==> config.mk <==
export PLATFORM = sky130hd
export DESIGN_NAME = wdt_two_stage
export DESIGN_NICKNAME = d
export VERILOG_FILES = /design/src/rtl/wdt_pkg.sv /design/src/rtl/wdt_regs.sv /design/src/rtl/wdt_counter.sv /design/src/rtl/wdt_stage_fsm.sv /design/src/rtl/wdt_two_stage.sv
export SDC_FILE = /design/constraint.sdc
export NUM_CORES = 1
export LEC_CHECK = 0
export BUFFER_PORTS_ARGS = -buffer_cell sky130_fd_sc_hd__buf_4
export CORE_UTILIZATION = 40
export CTS_CLUSTER_DIAMETER = 120
export DETAILED_ROUTE_END_ITERATION = 7
export SYNTH_ARGS = -nofsm -noshare
export SYNTH_HDL_FRONTEND = slang
export SYNTH_SLANG_ARGS = --single-unit
==> constraint.sdc <==
create_clock -name clk_i -period 5.3 [get_ports clk_i]
set_clock_uncertainty 0.15 [all_clocks]
set_input_delay 0.53 -clock clk_i [delete_from_list [all_inputs] [get_ports clk_i]]
set_output_delay 0.53 -clock clk_i [all_outputs]
set_load 0.05 [all_outputs]
==> src/rtl/wdt_pkg.sv <==
`timescale 1ns/1ps
package wdt_pkg;
    localparam int DATA_W = 16;

    // register byte offsets
    localparam int OFS_COUNT = 'h00;
    localparam int OFS_STAT1 = 'h04;
    localparam int OFS_STAT2 = 'h06;
    localparam int OFS_CTRL  = 'h08;
    localparam int OFS_INIT  = 'h12;

    // field positions
    localparam int BIT_TIMEOUT = 3;
    localparam int BIT_SECOND  = 1;
    localparam int BIT_BOOT    = 2;
    localparam int BIT_HALT    = 11;
    localparam int BIT_NORB    = 0;

    typedef enum logic [1:0] {
        ST_QUIET  = 2'd0,
        ST_WARNED = 2'd1,
        ST_FIRE   = 2'd2
    } stage_e;
endpackage

==> src/rtl/wdt_regs.sv <==
`timescale 1ns/1ps
module wdt_regs
    import wdt_pkg::*;
#(
    parameter int CNT_W    = 10,
    parameter int ADDR_W   = 8,
    parameter int INIT_RST = 4,
    parameter int INIT_MIN = 4
) (
    input  logic              clk_i,
    input  logic              rst_ni,
    input  logic [ADDR_W-1:0] addr_i,
    input  logic              wr_i,
    input  logic              rd_i,
    input  logic [DATA_W-1:0] wdata_i,
    input  logic [CNT_W-1:0]  count_i,
    input  logic              to_flag_i,
    input  logic              second_evt_i,
    output logic [DATA_W-1:0] rdata_o,
    output logic [CNT_W-1:0]  init_o,
    output logic              halt_o,
    output logic              norb_o,
    output logic              reload_o,
    output logic              clr_to_o
);
    logic [DATA_W-1:0] init_q;
    logic              halt_q;
    logic              norb_q;
    logic              second_q;
    logic              boot_q;

    logic wr_init, wr_ctrl, wr_stat2, init_ok;

    always_comb begin
        wr_init  = wr_i && (addr_i == ADDR_W'(OFS_INIT));
        wr_ctrl  = wr_i && (addr_i == ADDR_W'(OFS_CTRL));
        wr_stat2 = wr_i && (addr_i == ADDR_W'(OFS_STAT2));
        init_ok  = (wdata_i[CNT_W-1:0] >= CNT_W'(INIT_MIN));
        reload_o = wr_i && (addr_i == ADDR_W'(OFS_COUNT));
        clr_to_o = wr_i && (addr_i == ADDR_W'(OFS_STAT1)) && wdata_i[BIT_TIMEOUT];
    end

    // start count register: out-of-range counts are dropped whole
    always_ff @(posedge clk_i or negedge rst_ni) begin
        if (!rst_ni) begin
            init_q <= DATA_W'(INIT_RST);
        end else if (wr_init && init_ok) begin
            init_q <= wdata_i;
        end
    end

    always_ff @(posedge clk_i or negedge rst_ni) begin
        if (!rst_ni) begin
            halt_q <= 1'b1;
            norb_q <= 1'b1;
        end else if (wr_ctrl) begin
            halt_q <= wdata_i[BIT_HALT];
            norb_q <= wdata_i[BIT_NORB];
        end
    end

    // second-stage flags: a hardware set wins over a write-one clear
    always_ff @(posedge clk_i or negedge rst_ni) begin
        if (!rst_ni) begin
            second_q <= 1'b0;
            boot_q   <= 1'b0;
        end else if (second_evt_i) begin
            second_q <= 1'b1;
            boot_q   <= 1'b1;
        end else if (wr_stat2) begin
            if (wdata_i[BIT_SECOND]) second_q <= 1'b0;
            if (wdata_i[BIT_BOOT])   boot_q   <= 1'b0;
        end
    end

    always_comb begin
        rdata_o = '0;
        if (rd_i) begin
            case (addr_i)
                ADDR_W'(OFS_COUNT): rdata_o = DATA_W'(count_i);
                ADDR_W'(OFS_STAT1): rdata_o[BIT_TIMEOUT] = to_flag_i;
                ADDR_W'(OFS_STAT2): begin
                    rdata_o[BIT_SECOND] = second_q;
                    rdata_o[BIT_BOOT]   = boot_q;
                end
                ADDR_W'(OFS_CTRL): begin
                    rdata_o[BIT_HALT] = halt_q;
                    rdata_o[BIT_NORB] = norb_q;
                end
                ADDR_W'(OFS_INIT):  rdata_o = init_q;
                default:            rdata_o = '0;
            endcase
        end
    end

    assign init_o = init_q[CNT_W-1:0];
    assign halt_o = halt_q;
    assign norb_o = norb_q;
endmodule

==> src/rtl/wdt_counter.sv <==
`timescale 1ns/1ps
module wdt_counter #(
    parameter int CNT_W    = 10,
    parameter int INIT_RST = 4
) (
    input  logic             clk_i,
    input  logic             rst_ni,
    input  logic             tick_i,
    input  logic             halt_i,
    input  logic             reload_i,
    input  logic [CNT_W-1:0] init_i,
    output logic [CNT_W-1:0] count_o,
    output logic             expire_o
);
    logic [CNT_W-1:0] count_q;
    logic             step;

    always_comb begin
        step     = tick_i && !halt_i && !reload_i;
        expire_o = step && (count_q == '0);
    end

    // a host reload has priority over a tick in the same cycle
    always_ff @(posedge clk_i or negedge rst_ni) begin
        if (!rst_ni) begin
            count_q <= CNT_W'(INIT_RST);
        end else if (reload_i) begin
            count_q <= init_i;
        end else if (step) begin
            if (count_q == '0) count_q <= init_i;
            else               count_q <= count_q - 1'b1;
        end
    end

    assign count_o = count_q;
endmodule

==> src/rtl/wdt_stage_fsm.sv <==
`timescale 1ns/1ps
module wdt_stage_fsm
    import wdt_pkg::*;
(
    input  logic clk_i,
    input  logic rst_ni,
    input  logic expire_i,
    input  logic clr_to_i,
    input  logic norb_i,
    output logic to_flag_o,
    output logic second_evt_o,
    output logic reboot_o
);
    stage_e state_q, state_d;

    always_ff @(posedge clk_i or negedge rst_ni) begin
        if (!rst_ni) state_q <= ST_QUIET;
        else         state_q <= state_d;
    end

    always_comb begin
        state_d = state_q;
        unique case (state_q)
            ST_QUIET: begin
                if (expire_i) state_d = ST_WARNED;
            end
            ST_WARNED: begin
                if (expire_i)      state_d = norb_i ? ST_WARNED : ST_FIRE;
                else if (clr_to_i) state_d = ST_QUIET;
            end
            ST_FIRE: begin
                if (expire_i)      state_d = norb_i ? ST_WARNED : ST_FIRE;
                else if (clr_to_i) state_d = ST_QUIET;
                else               state_d = ST_WARNED;
            end
            default: state_d = ST_QUIET;
        endcase
    end

    always_comb begin
        to_flag_o    = (state_q != ST_QUIET);
        second_evt_o = expire_i && (state_q != ST_QUIET);
        reboot_o     = (state_q == ST_FIRE);
    end
endmodule

==> src/rtl/wdt_two_stage.sv <==
`timescale 1ns/1ps
module wdt_two_stage
    import wdt_pkg::*;
#(
    parameter int CNT_W    = 10,
    parameter int ADDR_W   = 8,
    parameter int INIT_RST = 4,
    parameter int INIT_MIN = 4
) (
    input  logic              clk_i,
    input  logic              rst_ni,
    input  logic              tick_i,
    input  logic [ADDR_W-1:0] bus_addr_i,
    input  logic              bus_wr_i,
    input  logic              bus_rd_i,
    input  logic [15:0]       bus_wdata_i,
    output logic [15:0]       bus_rdata_o,
    output logic              reboot_o
);
    logic [CNT_W-1:0] count_w;
    logic [CNT_W-1:0] init_w;
    logic             halt_w, norb_w, reload_w, clr_to_w;
    logic             expire_w, to_flag_w, second_w;

    wdt_regs #(
        .CNT_W(CNT_W), .ADDR_W(ADDR_W), .INIT_RST(INIT_RST), .INIT_MIN(INIT_MIN)
    ) regs_i (
        .clk_i(clk_i), .rst_ni(rst_ni),
        .addr_i(bus_addr_i), .wr_i(bus_wr_i), .rd_i(bus_rd_i), .wdata_i(bus_wdata_i),
        .count_i(count_w), .to_flag_i(to_flag_w), .second_evt_i(second_w),
        .rdata_o(bus_rdata_o), .init_o(init_w), .halt_o(halt_w), .norb_o(norb_w),
        .reload_o(reload_w), .clr_to_o(clr_to_w)
    );

    wdt_counter #(.CNT_W(CNT_W), .INIT_RST(INIT_RST)) cnt_i (
        .clk_i(clk_i), .rst_ni(rst_ni), .tick_i(tick_i), .halt_i(halt_w),
        .reload_i(reload_w), .init_i(init_w), .count_o(count_w), .expire_o(expire_w)
    );

    wdt_stage_fsm fsm_i (
        .clk_i(clk_i), .rst_ni(rst_ni), .expire_i(expire_w), .clr_to_i(clr_to_w),
        .norb_i(norb_w), .to_flag_o(to_flag_w), .second_evt_o(second_w),
        .reboot_o(reboot_o)
    );
endmodule

==> results.py, run 1 <==
metrics = {
    "run_status": {
        "outcome": "complete, no violations",
    },
    "clocking": {
        "cts_max_path_buffers": 2,
        "cts_resized": 0,
        "cts_tree": "yes",
        "ctsRootBufferMaster": "clkbuf_8",
        "cts_made_buffers": 5,
        "path_clk_slew_ns": 0.07,
        "ctsHoldBuffers": 0,
        "cts_setup_buffers": 0,
        "htree_levels": 2,
        "clock_sinks": 32,
        "clkLatencyLatePin_ns": 0.28,
    },
    "cells_and_area": {
        "post-route-util": 0.535,
        "nets": 253,
        "synthToLayoutAreaGrowth_pct": 24.0,
        "antenna-diode-count": 0,
        "layout.cells.non_filler": 275,
        "drive_gt1_frac": 0.363,
    },
    "floorplan": {
        "num_rows": 24,
        "start_util": 0.431,
        "die_h_um": 71.7,
        "core_area_mm2": 0.00450,
        "fp.dieW_um": 71.7,
        "die_area_mm2": 0.00514,
        "ios": 46,
    },
    "detailed_routing": {
        "wl_per_cell_um": 19.0,
        "wl_met1_um": 2350,
        "drtIter0Drc": 162,
        "ant_nets": 0,
        "wl_met3_um": 292,
        "highest_layer": "met4",
        "wl_um": 5220,
        "via_per_inst": 6.11,
        "drt_pass1_iterations": 5,
        "routed-via-count": 1679,
        "dr_wl_met2_um": 2550,
        "drc": 0,
    },
    "logic_synthesis": {
        "synth_cell_types": 52,
        "synth.most_common_cell": "dfrtp_1",
        "synth-async-reset-ratio": 1.00,
        "ys_seq_area_frac": 0.415,
        "ys_ff_latch": 32,
        "synth.area.top_cells": "dfrtp_1 (36%), mux2_4 (7.7%), dfstp_2 (5.4%), mux2_2 (4.6%), a2bb2oi_1 (3.6%)",
        "syn_area_mm2": 0.00194,
        "synth_enable_flop_cells": 0,
        "yosys.area.top_type": "dfrtp_1",
        "synth_warnings": 0,
        "ys_top_cells_by_count": "dfrtp_1 (28), mux2_4 (10)",
        "syn_avg_cell_area_um2": 10.9,
        "ys.flop_type": "dfrtp_1",
        "synth_cells": 179,
        "syn-num-nets": 210,
        "netlist.area_leader.share": 0.361,
    },
    "global_route": {
        "grt_pass1_vias": 1723,
        "grt_antenna_before_repair": 0,
        "track_usage": 0.219,
        "grt_max_degree": 33,
        "grt_overflow": 0,
        "grt_pass1_wl_um": 8580,
    },
    "critical_path": {
        "r2r_start": "cnt_i.count_o[0]",
        "crit_family": "simple AND/OR/NAND/NOR gates",
        "worst_ep_arrival_time_ns": 2.16,
        "cp-endpoint": "bus_rdata_o[9]",
        "path_class": "primary input to output pin",
        "worstPathCellList": "buf_4, nor4_4, and4_4, and2_0, a22o_1, buf_4",
        "r2r_cells": 6,
        "cp-end-kind": "output pin",
        "rrSetupSlack_ns": 3.08,
        "crit_cells": 6,
        "critPathMaxFanout": 12,
        "critical_path.most_common_cell": "buf_4",
        "startpoint": "bus_addr_i[2]",
        "crit_required_ns": 4.62,
        "cp_slowest_cell": "nor4_4",
        "crit_buf_inv": 2,
        "cpPeakStageDelay_ns": 0.40,
        "crit_path_start_kind": "primary input",
        "r2r_end": "cnt_i.count_o[6]",
    },
    "placement": {
        "dp_hpwl_um": 3830,
        "dp_slack_ns": 2.47,
        "portBuffers": 45,
        "place_inst": 267,
        "gp_congestion": 0.911,
    },
    "pwr": {
        "total_power_uw": 821,
        "power-per-cell-area_mw_per_mm2": 341,
        "p_leak_nw": 1.16,
        "ir_worst_vdd_mv": 0.142,
    },
    "timing": {
        "timing.final.crit_share": 0.536,
        "finalCriticalPeriod_ns": 2.84,
        "rsz0062_at_grt": "no",
        "fin_ws_ns": 2.46,
        "tightest_slew_ns": 0.835,
        "hold_viol": 0,
        "fmax_ghz": 0.352,
        "fin_setup_tns_ns": 0,
        "finalSetupViolCount": 0,
        "slew_viol_final": 0,
        "relSlewSlack": 0.442,
    },
    "min_path": {
        "hold_path.class": "primary input to async pin",
    },
    "run": {
        "maxCapViolCount": 0,
    },
}
-- metrics by stage --
step | cell area, um^2 | hold WS (ns)
after CTS | 2410 | 0.0429
after global routing | 2410 | 0.0523
after floorplan | 1940 | 0.0844
final | 2410 | 0.0240
after detailed placement | 2300 | 0.327
after global placement | 2300 | 0.328
-- sequential cells by signal, indices dropped and copies added, names as in the netlist --
signal and count:
fsm_i.state_q 2, regs_i.norb_o 1, cnt_i.count_o 10, regs_i.init_q 16, regs_i.boot_q 1, regs_i.second_q 1, regs_i.halt_o 1
-- worst reg2reg max path, stage by stage (launching register included) --
cell and delay, ns:
dfrtp_1 0.47, inv_1 0.15, ha_1 0.23, nor4b_1 0.62
a21o_1 0.22, o221ai_1 0.10, a2bb2oi_1 0.19
-- metal layers --
metal  GRT usage  up-vias
met5           0        -
met4      0.0697        0
met3      0.0577        2
met2       0.356       58
met1       0.285      837
li1            -      782
-- how the worst min path moves through the flow --
stage / start / end
after global routing: rst_ni / cnt_i.count_o[0]
after CTS: rst_ni / cnt_i.count_o[1]
final: rst_ni / fsm_i.state_q[1]
after floorplan: rst_ni / cnt_i.count_o[0]
after detailed placement: regs_i.second_q / regs_i.second_q
after global placement: regs_i.second_q / regs_i.second_q
-- where the power goes --
part           leakage (nW)  total [mW]  internal (mW)  switching [mW]
clock                0.0552       0.232          0.139          0.0925
combinational         0.690       0.212          0.105           0.106
sequential            0.411       0.377          0.297          0.0808
-- kinds of logic after synthesis --
| family | count (synthesis) | synth area share |
|---|---|---|
| AND/OR/NAND/NOR | 67 | 0.227 |
| adder cells (fa/ha/maj) | 2 | 0.0129 |
| XOR/XNOR | 1 | 0.00451 |
| buffers and inverters | 12 | 0.0283 |
| flip-flops | 32 | 0.415 |
| AO/OA/AOI/OAI | 46 | 0.184 |
| multiplexers | 19 | 0.129 |
-- cells in the final DEF (no fill, tap or decap), types with 3 or more instances in the layout --
cell type / Yosys / layout
a22o_1: 7 / 7
and2_1: 3 / 3
dfstp_2: 4 / 4
nor3_1: 3 / 3
a2bb2oi_1: 8 / 8
mux2_4: 10 / 10
nor4b_1: 3 / 3
clkbuf_8: 0 / 5
nand4_1: 3 / 3
a21oi_1: 4 / 4
a22oi_1: 4 / 4
nor4_1: 3 / 3
dfrtp_1: 28 / 28
o21ai_0: 5 / 5
nor2b_1: 8 / 8
mux2_2: 8 / 8
nand3_1: 6 / 6
buf_4: 0 / 45
nand2_1: 7 / 7
and3_1: 8 / 8
nor2_1: 7 / 7
inv_1: 3 / 3
-- cell type report --
type / instances / area (um^2)
clock buffers: 6 / 72.6
clock inverters: 2 / 35.0
fillers: 419 / 2090
inverters: 3 / 11.3
multi-input cells: 135 / 1080
flip-flops and latches: 32 / 806
well taps: 52 / 65.1
repair buffers: 45 / 338
No activity file was read; power rests on OpenSTA's default activity.
==> run 2, diff against run 1 <==
Clock period 5.3 ns to 2.85 ns, I/O delays scaled along.
==> run 2 against run 1 <==
Global-route usage rose by 0.81 points. Cell count up 0.73%. Critical path depth stayed put. Die area stayed put. Register-to-register slack lost 2.4 ns. Final area rose by 1.5%. Clock-buffer cell count up 1. Non-clock buffer count increased by 2.
==> results.py, run 2 (synthesis gave the netlist of run 1 again) <==
metrics = {
    "timing": {
        "finalCriticalPeriod_ns": 2.36,
        "timing.final.crit_share": 0.827,
        "finalSetupViolCount": 0,
        "relSlewSlack": 0.509,
        "fin_ws_ns": 0.493,
        "tightest_slew_ns": 0.727,
        "rsz0062_at_grt": "no",
        "hold_viol": 0,
        "slew_viol_final": 0,
        "fmax_ghz": 0.424,
        "fin_setup_tns_ns": 0,
    },
    "clocking": {
        "cts_made_buffers": 5,
        "path_clk_slew_ns": 0.07,
        "htree_levels": 2,
        "cts_max_path_buffers": 2,
        "clock_sinks": 32,
        "ctsRootBufferMaster": "clkbuf_8",
        "clkLatencyLatePin_ns": 0.29,
        "cts_setup_buffers": 0,
        "ctsHoldBuffers": 1,
        "cts_tree": "yes",
        "cts_resized": 0,
    },
    "min_path": {
        "hold_path.class": "primary input to register",
    },
    "cells_and_area": {
        "antenna-diode-count": 0,
        "drive_gt1_frac": 0.369,
        "final_cell_mix": "buf_4 (46), dfrtp_1 (28), mux2_4 (10)",
        "largest_register_ffs": 16,
        "synthToLayoutAreaGrowth_pct": 25.9,
        "post-route-util": 0.543,
        "largest_register": "regs_i.init_q",
        "nets": 255,
        "final_common_cell": "buf_4",
    },
    "placement": {
        "portBuffers": 45,
        "dp_slack_ns": 0.503,
        "dp_hpwl_um": 3780,
        "gp_congestion": 0.911,
    },
    "detailed_routing": {
        "drc": 0,
        "via_per_inst": 6.05,
        "routed-via-count": 1676,
        "ant_nets": 0,
        "drtIter0Drc": 195,
        "wl_um": 5250,
        "drt_pass1_iterations": 4,
        "wl_per_cell_um": 18.9,
    },
    "floorplan": {
        "start_util": 0.431,
        "die_h_um": 71.7,
        "num_rows": 24,
        "die_area_mm2": 0.00514,
        "core_area_mm2": 0.00450,
        "fp.dieW_um": 71.7,
        "ios": 46,
    },
    "pwr": {
        "p_leak_nw": 1.17,
        "power-per-cell-area_mw_per_mm2": 644,
        "swShare": 0.329,
        "ir_worst_vdd_mv": 0.313,
        "clkPwrFrac": 0.306,
        "p_switching_uw": 518,
        "total_power_mw": 1.58,
        "p_int_mw": 1.06,
        "seq_power_share": 0.442,
        "comb_power_share": 0.252,
    },
    "global_route": {
        "grt_max_degree": 33,
        "track_usage": 0.227,
        "grt_pass1_wl_um": 8780,
        "grt_overflow": 0,
        "grt_pass1_vias": 1728,
        "grt_antenna_before_repair": 0,
    },
    "critical_path": {
        "crit_path_start_kind": "primary input",
        "path_class": "primary input to output pin",
        "cp-end-kind": "output pin",
        "crit_required_ns": 2.41,
        "critPathMaxFanout": 12,
        "worst_ep_arrival_time_ns": 1.92,
    },
    "run": {
        "maxCapViolCount": 0,
    },
    "run_status": {
        "outcome": "complete, no violations",
    },
}
-- run 2: changes by cell type in the layout (fill, tap and decap cells not counted), sizes merged --
cell | previous run | this run
dlygate4sd3 | 0 | 1
buf | 45 | 46
clkinv | 1 | 0
clkbuf | 6 | 7
-- run 2: critical path: stages --
cell and delay (ns):
buf_4 0.12, nor4_4 0.41, and4_4 0.40, and2_0 0.32
a22o_1 0.20, buf_4 0.19
-- run 2: per-stage QoR --
step | hold WS (ns) | cells | instance area [um^2]
CTS | 0.0708 | 277 | 2450
global placement | 0.0977 | 268 | 2310
floorplan | -0.161 | 179 | 1940
detailed placement | 0.105 | 268 | 2310
global route | 0.0671 | 277 | 2450
finish | 0.0754 | 277 | 2450
-- run 2: power by group through the flow --
| stage | Sequential [mW] | Combinational, mW | Clock (mW) |
|---|---|---|---|
| floorplan | 0.638 | 0.302 | 0 |
| finish | 0.697 | 0.397 | 0.482 |
| CTS | 0.693 | 0.396 | 0.490 |
| global route | 0.710 | 0.441 | 0.514 |
| detailed placement | 0.700 | 0.389 | 0 |
| global placement | 0.699 | 0.381 | 0 |
-- run 2: metal layers --
layer / up-vias / share of wire / GRT usage
met5: - / 0 / 0
met3: 10 / 0.044 / 0.0549
met4: 0 / 0.016 / 0.0719
met2: 54 / 0.48 / 0.362
met1: 827 / 0.46 / 0.306
li1: 785 / - / -
-- run 2: path summary, 6_finish.rpt --
path | startpoint | endpoint | slack, ns | cells past startpoint
setup / recovery | bus_addr_i[2] | bus_rdata_o[9] | 0.49 | 6
hold / removal | bus_wdata_i[13] | regs_i.init_q[13] | 0.08 | 2
setup reg to reg | cnt_i.count_o[0] | cnt_i.count_o[6] | 0.70 | 6
hold reg to reg | regs_i.second_q | regs_i.second_q | 0.35 | 1
max in group asynchronous | rst_ni | regs_i.halt_o | 1.90 | 2
min in group asynchronous | rst_ni | regs_i.init_q[1] | 0.32 | 2
-- run 2: layout make-up --
type	count	area, um^2
fill	403	2060
multi-input combinational	135	1080
sequential	32	806
timing repair buffer	47	355
clock buffer	7	96.3
tap	52	65.1
clock inverter	1	30.0
inverter	3	11.3
==> run 3, diff against run 2 <==
Settings changed: ABC_AREA from default to 1.
Clock period 2.85 ns to 1.9 ns, I/O delays scaled along.
==> run 3 against run 2 <==
Worst setup slack got worse by 0.41 ns. Flip-flop and latch count unchanged. Cell count rose by 58%. Sequential power rose by 43%. Synthesized cell count is 75% higher. Critical endpoint is now bus_rdata_o[4]. Total power increased by 66%.
==> results.py, run 3 <==
metrics = {
    "run_status": {
        "outcome": "complete, no violations",
    },
    "cells_and_area": {
        "nets": 399,
        "post-route-util": 0.529,
        "antenna-diode-count": 0,
        "final_cell_mix": "nand2_1 (81), inv_1 (57), buf_4 (52)",
        "largest_register": "regs_i.init_q",
        "fin_area_mm2": 0.00273,
        "final_common_cell": "nand2_1",
        "drive_gt1_frac": 0.269,
        "largest_register_ffs": 16,
        "synthToLayoutAreaGrowth_pct": 25.2,
    },
    "clocking": {
        "path_clk_slew_ns": 0.06,
        "htree_levels": 2,
        "cts_max_path_buffers": 2,
        "cts_made_buffers": 5,
        "ctsRootBufferMaster": "clkbuf_8",
        "cts_tree": "yes",
        "clkLatencyLatePin_ns": 0.28,
        "clock_sinks": 32,
    },
    "critical_path": {
        "crit_required_ns": 1.56,
        "worstPathCellList": "buf_4, nor2_2, nand4_2, nand2b_4, o21ai_0, buf_4",
        "critPathMaxFanout": 12,
        "critical_path.most_common_cell": "buf_4",
        "cpPeakStageDelay_ns": 0.28,
        "crit_cells": 6,
        "crit_path_start_kind": "primary input",
        "path_class": "primary input to output pin",
        "r2r_cells": 10,
        "cp_slowest_cell": "nand2b_4",
        "r2r_start": "cnt_i.count_o[0]",
        "rrSetupSlack_ns": 0.15,
        "cp-endpoint": "bus_rdata_o[4]",
        "crit_family": "simple AND/OR/NAND/NOR gates",
        "worst_ep_arrival_time_ns": 1.48,
        "startpoint": "bus_addr_i[3]",
        "r2r_end": "cnt_i.count_o[7]",
        "crit_buf_inv": 2,
        "cp-end-kind": "output pin",
    },
    "global_route": {
        "grt_pass1_vias": 1827,
        "grt_pass1_wl_um": 8710,
        "grt_antenna_before_repair": 0,
        "grt_max_degree": 33,
        "track_usage": 0.204,
        "grt_overflow": 0,
    },
    "detailed_routing": {
        "routed-via-count": 2116,
        "drt_pass1_iterations": 4,
        "wl_um": 5310,
        "via_per_inst": 4.83,
        "drc": 0,
        "ant_nets": 0,
        "drtIter0Drc": 121,
        "wl_per_cell_um": 12.1,
    },
    "floorplan": {
        "die_h_um": 75.9,
        "core_area_mm2": 0.00517,
        "fp.dieW_um": 75.9,
        "num_rows": 26,
        "start_util": 0.422,
        "ios": 46,
        "die_area_mm2": 0.00576,
    },
    "timing": {
        "finalSetupViolCount": 0,
        "slew_viol_final": 0,
        "finalCriticalPeriod_ns": 1.82,
        "tightest_slew_ns": 0.505,
        "rsz0062_at_grt": "yes",
        "timing.final.crit_share": 0.958,
        "relSlewSlack": 0.664,
        "fmax_ghz": 0.550,
        "hold_viol": 0,
    },
    "logic_synthesis": {
        "ys_seq_area_frac": 0.369,
        "synth_warnings": 0,
        "synth.most_common_cell": "nand2_1",
        "ys_ff_latch": 32,
        "syn-num-nets": 344,
        "syn_avg_cell_area_um2": 6.98,
        "synth_enable_flop_cells": 0,
        "ys.flop_type": "dfrtp_1",
        "netlist.area_leader.share": 0.321,
        "synth-async-reset-ratio": 1.00,
        "synth_cells": 313,
        "synth.area.top_cells": "dfrtp_1 (32%), nand2_1 (14%), inv_1 (9.8%), nand3_1 (6.4%), o21ai_2 (5.6%)",
        "syn_area_mm2": 0.00218,
        "yosys.area.top_type": "dfrtp_1",
        "ys_top_cells_by_count": "nand2_1 (81), inv_1 (57), nor2_1 (31)",
        "synth_cell_types": 28,
    },
    "pwr": {
        "ir_worst_vdd_mv": 0.429,
        "power-per-cell-area_mw_per_mm2": 955,
        "p_leak_nw": 1.45,
        "total_power_mw": 2.61,
    },
    "placement": {
        "dpl-instance-area_mm2": 0.00257,
        "gp_congestion": 0.868,
        "portBuffers": 45,
        "dp_hpwl_um": 3970,
    },
    "min_path": {
        "hold_path.class": "primary input to register",
    },
    "run": {
        "maxCapViolCount": 0,
    },
}
-- run 3: changes by cell type in the layout (fill, tap and decap cells not counted), sizes merged, moves of 8 or more --
cell,change
nor2,+31
o21ai,+33
nor2b,-8
inv,+57
a2bb2oi,-8
nand3,+22
and3,-8
mux2,-18
nand2,+79
-- run 3: worst min-delay path by stage --
stage / end / slack [ns] / from / cells after the start
final: regs_i.init_q[12] / 0.01 / bus_wdata_i[12] / 3
after global placement: cnt_i.count_o[3] / 0.01 / rst_ni / 1
after CTS: regs_i.init_q[12] / 0.003 / bus_wdata_i[12] / 3
after floorplan: cnt_i.count_o[0] / -0.26 / rst_ni / 0
after detailed placement: cnt_i.count_o[3] / 0.009 / rst_ni / 1
after global routing: regs_i.init_q[12] / 0.0002 / bus_wdata_i[12] / 3
-- run 3: layout make-up --
| cell class | instances | area [um^2] |
|---|---|---|
| Clock buffer | 7 | 96.3 |
| Fill cell | 488 | 2440 |
| Inverter | 60 | 225 |
| Multi-Input combinational cell | 212 | 1070 |
| Sequential cell | 32 | 806 |
| Tap cell | 70 | 87.6 |
| Timing Repair Buffer | 57 | 450 |
-- run 3: worst register-to-register path, cell delays in order, from the launching register on --
cell and delay (ns):
dfrtp_1 0.43, inv_1 0.09, ha_1 0.17, nand2_1 0.07, nor2_1 0.11, nand3_2 0.16, nand2_4 0.20, inv_2 0.11
nand2_1 0.08, nand3_1 0.06, nand2_1 0.06
-- run 3: cells by family after synthesis --
logic type | synth area share
AO/OA/AOI/OAI | 0.131
adder cells (fa/ha/maj) | 0.0115
buffers and inverters | 0.144
flip-flops | 0.369
AND/OR/NAND/NOR | 0.344
-- run 3: power by group --
part	total, mW	internal [mW]	leakage (nW)	switching, mW
logic	1.04	0.412	0.976	0.628
registers	0.996	0.827	0.419	0.169
clock network	0.574	0.323	0.0503	0.251
-- run 3: routing by layer --
metal  share of wire  vias to the layer above  track usage
met1            0.48                      959        0.283
met4          0.0087                        0       0.0535
met3           0.056                        7       0.0450
met2            0.46                       66        0.322
li1                -                     1084            -
met5               0                        -            0
-- run 3: metrics by stage --
step	TNS (ns)	setup slack (ns)	std cells	hold slack (ns)
2_1_floorplan	-1.62	-0.310	313	-0.256
3_3_place_gp	0	0.0914	424	0.0102
3_5_place_dp	0	0.0886	424	0.00911
4_1_cts	0	0.0362	435	0.00308
5_1_grt	-0.00497	-0.00497	438	0.000202
6_report	0	0.0802	438	0.0104
-- run 3: what timing repair did --
item | CTS | global route
buffers inserted | 0 | 3
endpoints found under the hold margin | 31 | 0
resized for setup | 0 | 3
hold buffers | 4 | 0
endpoints found under the setup margin | 0 | 7
